## config.mk

```make
export PLATFORM = sky130hd
export DESIGN_NAME = secded_wr_encoder
export DESIGN_NICKNAME = d
export VERILOG_FILES = /design/src/rtl/secded_wr_encoder.sv
export SDC_FILE = /design/constraint.sdc
export NUM_CORES = 1
export LEC_CHECK = 0
export CORE_AREA = 3 3 236 238
export DETAILED_ROUTE_END_ITERATION = 8
export DIE_AREA = 0 0 239 241
export DONT_BUFFER_PORTS = 1
export PLACE_DENSITY = 0.3
export SYNTH_ARGS = -nofsm -noshare
export SYNTH_HDL_FRONTEND = slang
export SYNTH_SLANG_ARGS = --single-unit
```

## constraint.sdc

```tcl
create_clock -name vclk -period 4.05
set_clock_uncertainty 0.1 [all_clocks]
set_input_delay 0.81 -clock vclk [all_inputs]
set_output_delay 0.81 -clock vclk [all_outputs]
set_load 0.02 [all_outputs]
```

## src/rtl/secded_wr_encoder.sv

```systemverilog
module secded_wr_encoder #(
  parameter int LANES   = 8,
  parameter int DATA_W  = 32,
  parameter bit REG_OUT = 1'b0
) (
  input  logic                          clk,
  input  logic                          rst_n,
  input  logic                          in_valid,
  output logic                          in_ready,
  input  logic [LANES*DATA_W-1:0]       in_data,
  output logic                          out_valid,
  input  logic                          out_ready,
  output logic [LANES*(DATA_W+7)-1:0]   out_data,
  output logic [(LANES*(DATA_W+7)+7)/8-1:0] out_wmask
);

  localparam int CHK_W  = 6;
  localparam int CODE_W = DATA_W + CHK_W + 1;
  localparam int OUT_W  = LANES * CODE_W;
  localparam int MASK_W = (OUT_W + 7) / 8;

  function automatic logic [CODE_W-1:0] enc_lane(input logic [DATA_W-1:0] d);
    logic [CODE_W-1:0] c;
    int j;
    c = '0;
    j = 0;
    for (int p = 1; p < CODE_W; p++) begin
      if ((p & (p - 1)) != 0) begin
        c[p] = d[j];
        j++;
      end
    end
    for (int k = 0; k < CHK_W; k++)
      for (int p = 1; p < CODE_W; p++)
        if (((p & (p - 1)) != 0) && p[k])
          c[1 << k] = c[1 << k] ^ c[p];
    c[0] = ^c[CODE_W-1:1];
    return c;
  endfunction

  function automatic logic [CHK_W-1:0] syndrome(input logic [CODE_W-1:0] c);
    logic [CHK_W-1:0] s;
    s = '0;
    for (int p = 1; p < CODE_W; p++)
      if (c[p]) s = s ^ CHK_W'(p);
    return s;
  endfunction

  logic [OUT_W-1:0] enc_word;

  for (genvar i = 0; i < LANES; i++) begin : g_lane
    assign enc_word[i*CODE_W +: CODE_W] = enc_lane(in_data[i*DATA_W +: DATA_W]);

    AST_LANE_PARITY: assert property (@(posedge clk) disable iff (!rst_n)
      out_valid |-> (^out_data[i*CODE_W +: CODE_W]) == 1'b0);
    AST_LANE_SYNDROME: assert property (@(posedge clk) disable iff (!rst_n)
      out_valid |-> syndrome(out_data[i*CODE_W +: CODE_W]) == '0);
  end

  assign out_wmask = '1;

  if (REG_OUT) begin : g_reg
    logic             vld_q;
    logic [OUT_W-1:0] dat_q;

    assign in_ready  = !vld_q || out_ready;
    assign out_valid = vld_q;
    assign out_data  = dat_q;

    always_ff @(posedge clk) begin
      if (!rst_n) begin
        vld_q <= 1'b0;
      end else if (in_valid && in_ready) begin
        vld_q <= 1'b1;
      end else if (out_ready) begin
        vld_q <= 1'b0;
      end
    end

    always_ff @(posedge clk) begin
      if (in_valid && in_ready) dat_q <= enc_word;
    end

    AST_HOLD_STALL: assert property (@(posedge clk) disable iff (!rst_n)
      (out_valid && !out_ready) |=> (out_valid && $stable(out_data)));
    AST_STALL_BLOCKS: assert property (@(posedge clk) disable iff (!rst_n)
      (out_valid && !out_ready) |-> !in_ready);
  end else begin : g_comb
    assign in_ready  = out_ready;
    assign out_valid = in_valid;
    assign out_data  = enc_word;

    AST_ZERO_LANE0: assert property (@(posedge clk) disable iff (!rst_n)
      (in_data[DATA_W-1:0] == '0) |-> (out_data[CODE_W-1:0] == '0));
  end

  AST_MASK_ONES: assert property (@(posedge clk) disable iff (!rst_n)
    &out_wmask);

endmodule

```

==> results of run 1 <==
-- routing by layer --
| metal | vias to the layer above | routed length [um] | track usage |
|---|---|---|---|
| met3 | 26 | 2400 | 0.0221 |
| met5 | - | 0 | 0 |
| met4 | 0 | 732 | 0.0205 |
| met2 | 307 | 10800 | 0.119 |
| li1 | 1624 | - | - |
| met1 | 1744 | 7950 | 0.0734 |
-- stage by stage --
step | power, mW | hold WS (ns) | util
final | 3.66 | 1.52 | 0.111
after global routing | 3.91 | 1.52 | 0.111
after CTS | 3.77 | 1.52 | 0.111
after detailed placement | 3.76 | 1.52 | 0.111
after global placement | 3.77 | 1.52 | 0.111
after floorplan | 3.33 | 1.63 | -
-- synthesized netlist by cell type --
cell	number	area (um^2)
xnor3_1	26	586
xnor2_1	393	3440
xor2_1	80	701
xnor2_2	2	32.5
conb_1	1	3.75
buf_4	297	2230
-- cell type report --
class | count | area, um^2 | area share
timing repair buffer | 25 | 188 | 0.0314
tap | 696 | 871 | 0.146
antenna | 1 | 2.50 | 0.000419
multi-input combinational | 540 | 4910 | 0.822
-- report_power, final --
| part | leakage [nW] | internal (mW) | switching, mW |
|---|---|---|---|
| Clock | 0.00000634 | 0.0000000330 | 0 |
| Sequential | 0 | 0 | 0 |
| Combinational | 1.82 | 1.57 | 2.09 |
| Total | 1.82 | 1.57 | 2.09 |
-- logic make-up (layout without fill, tap and decap cells) --
group | after synthesis | count (layout) | share of synthesized area
XOR/XNOR | 501 | 501 | 0.681
other | 1 | 40 | 0.000536
buffers and inverters | 297 | 25 | 0.319
-- cell usage in the layout, fill, tap and decap left out --
master,synthesis,layout
xnor2_2,2,2
conb_1,1,39
xor2_1,80,80
xnor2_1,393,393
diode_2,0,1
xnor3_1,26,26
buf_4,297,25
-- path summary, 6_finish.rpt --
check / startpoint / endpoint / slack (ns) / cells after the start
max: in_data[164] / out_data[195] / 0.37 / 6
min: out_ready / in_ready / 1.52 / 0
==> flow_summary.ini, run 1 <==
[global_routing]
track_usage = 0.0661
grt_overflow = 0
grt_pass1_vias = 3857
grt_max_degree = 5
grt_first_pass_wirelength_mm = 27.9
antenna_found_initial = 1

[placed_design]
hpwl_mm = 20.4
place_area_mm2 = 0.00597
place_inst = 1261
io_buffer_count = 0
dp_slack_ns = 0.368
place_congestion = 0.721

[final_layout]
seq_cells = 0
drive_gt1_frac = 0.0478
final_area_mm2 = 0.00597
clock_buffers = 0
nets = 827
ff_latch_area_um2 = 0
nFillCells = 6292
final_cells = 1262
syn_to_final_growth_pct = -14.7

[floorplanning]
rows = 85
ios = 613
die_w_um = 239
die-area_mm2 = 0.0576
design.core.area_mm2 = 0.0538
dieHeight_um = 241
initial_utilization = 0.130

[worst_setup_path]
crit_path_max_fanout = 3
path_cells = xnor2_1 > xnor2_1 > xnor2_1 > xnor2_1 > xnor2_1 > xnor3_1
crit_path_top_delay_cell = xnor3_1
cp.arrival_ns = 2.77
slowest_delay_ns = 0.66
cp_common_cell = xnor2_1
cp_top_family = XOR/XNOR gates
critPathLaunchType = primary input
cp-end-kind = primary output
path_class = in2out
crit_required_ns = 3.14
critPathBufInv = 0

[timing]
setup_viol = 0
slew_violations = 0
grt_setup_unrepaired = false
timing.final.ws_setup_ns = 0.372
hold_violations = 0
fin_crit_sh = 0.908
setup_tns_ns = 0
worst_pin_slew_ns = 0.682
fmax_ghz = 0.272
fin_crit_ns = 3.68
slew_headroom = 0.542

[synthesis]
avgSynthCellArea_um2 = 8.75
netlist_instances = 799
synth_cell_type_count = 6
syn_area_mm2 = 0.00699
yosys_warnings = 0
seq_area_frac_synth = 0

[clock_tree]
cts_setup_buffers = 0
cts.repair.resized = 0
cts_hold_buffers = 0

[power_and_ir_drop]
peakVddDrop_mv = 0.315
p_leak_nw = 1.82
p_per_area_mw_per_mm2 = 613

[detailed_routing]
via_per_inst = 2.93
ant_nets = 0
drt-total-wl_mm = 21.9
wl_per_cell_um = 17.4
drc_errors = 0
num_vias = 3701
drtIter0Drc = 89
dr.pass1.iters = 4

[run]
cap_violations = 0

[run_status]
status = completed

[worst_hold_path]
min_path_type = in2out
Power figures use the tool's default switching activity.
==> inputs of run 2 (changes only) <==
--- a/config.mk
+++ b/config.mk
@@ -5,9 +5,9 @@
 export SDC_FILE = /design/constraint.sdc
 export NUM_CORES = 1
 export LEC_CHECK = 0
-export CORE_AREA = 3 3 236 238
+export CORE_AREA = 3 3 237 239
 export DETAILED_ROUTE_END_ITERATION = 8
-export DIE_AREA = 0 0 239 241
+export DIE_AREA = 0 0 240 242
 export DONT_BUFFER_PORTS = 1
 export PLACE_DENSITY = 0.3
 export SYNTH_ARGS = -nofsm -noshare
==> flow_summary.ini, run 2 (same netlist as run 1, synthesis figures left out) <==
[run_status]
status = completed

[floorplanning]
rows = 85
die-area_mm2 = 0.0581
die_w_um = 240
initial_utilization = 0.129
dieHeight_um = 242
ios = 613
design.core.area_mm2 = 0.0540

[timing]
setup_viol = 0
setup_tns_ns = 0
grt_setup_unrepaired = false
fmax_ghz = 0.273
fin_crit_sh = 0.904
slew_headroom = 0.556
hold_violations = 0
slew_violations = 0
worst_pin_slew_ns = 0.661
fin_crit_ns = 3.66
timing.final.ws_setup_ns = 0.388

[final_layout]
syn_to_final_growth_pct = -14.8
seq_cells = 0
diodes = 0
ff_latch_area_um2 = 0
drive_gt1_frac = 0.0461
layout_common_cells = xnor2_1 (393), xor2_1 (80), conb_1 (39)
nets = 826
final_cells = 1260
clock_buffers = 0
layout_commonest_cell = xnor2_1

[worst_setup_path]
cp.arrival_ns = 2.75
crit_path_max_fanout = 2
path_class = in2out
cp-end-kind = primary output
crit_required_ns = 3.14
critPathLaunchType = primary input

[global_routing]
antenna_found_initial = 0
track_usage = 0.0646
grt_first_pass_wirelength_mm = 28.0
grt_overflow = 0
grt_pass1_vias = 3989
grt_max_degree = 5

[detailed_routing]
via_per_inst = 2.88
wl_per_cell_um = 16.7
num_vias = 3624
ant_nets = 0
drt-total-wl_mm = 21.1
drtIter0Drc = 53
drc_errors = 0
dr.pass1.iters = 4

[power_and_ir_drop]
p_leak_nw = 1.82
peakVddDrop_mv = 0.653
p_per_area_mw_per_mm2 = 600

[run]
cap_violations = 0

[worst_hold_path]
min_path_type = in2out

[placed_design]
io_buffer_count = 0
place_congestion = 0.751
hpwl_mm = 19.5
place_inst = 1260
dp_slack_ns = 0.355

[clock_tree]
cts_setup_buffers = 0
cts_hold_buffers = 0
cts.repair.resized = 0
run 2: cell types whose count changed in the layout (fill, tap and decap cells not counted):
| cell | delta |
|---|---|
| diode_2 | -1 |
| buf_4 | -1 |
run 2: final timing paths:
path	from	to	slack, ns	depth (start not counted)
worst max-delay path	in_data[113]	out_data[117]	0.39	6
worst min-delay path	in_data[203]	out_data[251]	1.52	0
run 2: area by class of cell:
class                      instances  area [um^2]
fill                            6267        48100
timing repair buffer              24          180
tap                              696          871
multi-input combinational        540         4910
run 2: worst max-delay path, cell delays in order:
cell     delay, ns
xnor2_1       0.39
xnor2_1       0.16
xnor2_1       0.26
xnor3_1       0.58
xor2_1        0.19
xnor3_1       0.36
run 2: power by group:
part           total, mW  leakage (nW)  switching, mW  internal, mW
combinational       3.58          1.82           2.02          1.56
clock                  0             0              0             0
sequential             0             0              0             0
run 2: routing by layer:
metal | part of all wire | up-vias | wire, um | global-route usage
li1 | - | 1624 | - | -
met1 | 0.36 | 1627 | 7540 | 0.0696
met2 | 0.50 | 336 | 10500 | 0.120
met3 | 0.097 | 37 | 2050 | 0.0148
met4 | 0.049 | 0 | 1030 | 0.0271
met5 | 0 | - | 0 | 0
run 2: per-stage QoR:
stage               hold WS, ns  total power, mW   util  cell area, um^2
CTS                        1.52             3.65  0.110             5960
global placement           1.52             3.67  0.110             5960
detailed placement         1.52             3.63  0.110             5960
global route               1.52             3.80  0.110             5960
finish                     1.52             3.58  0.110             5960
floorplan                  1.63             3.33      -             7140
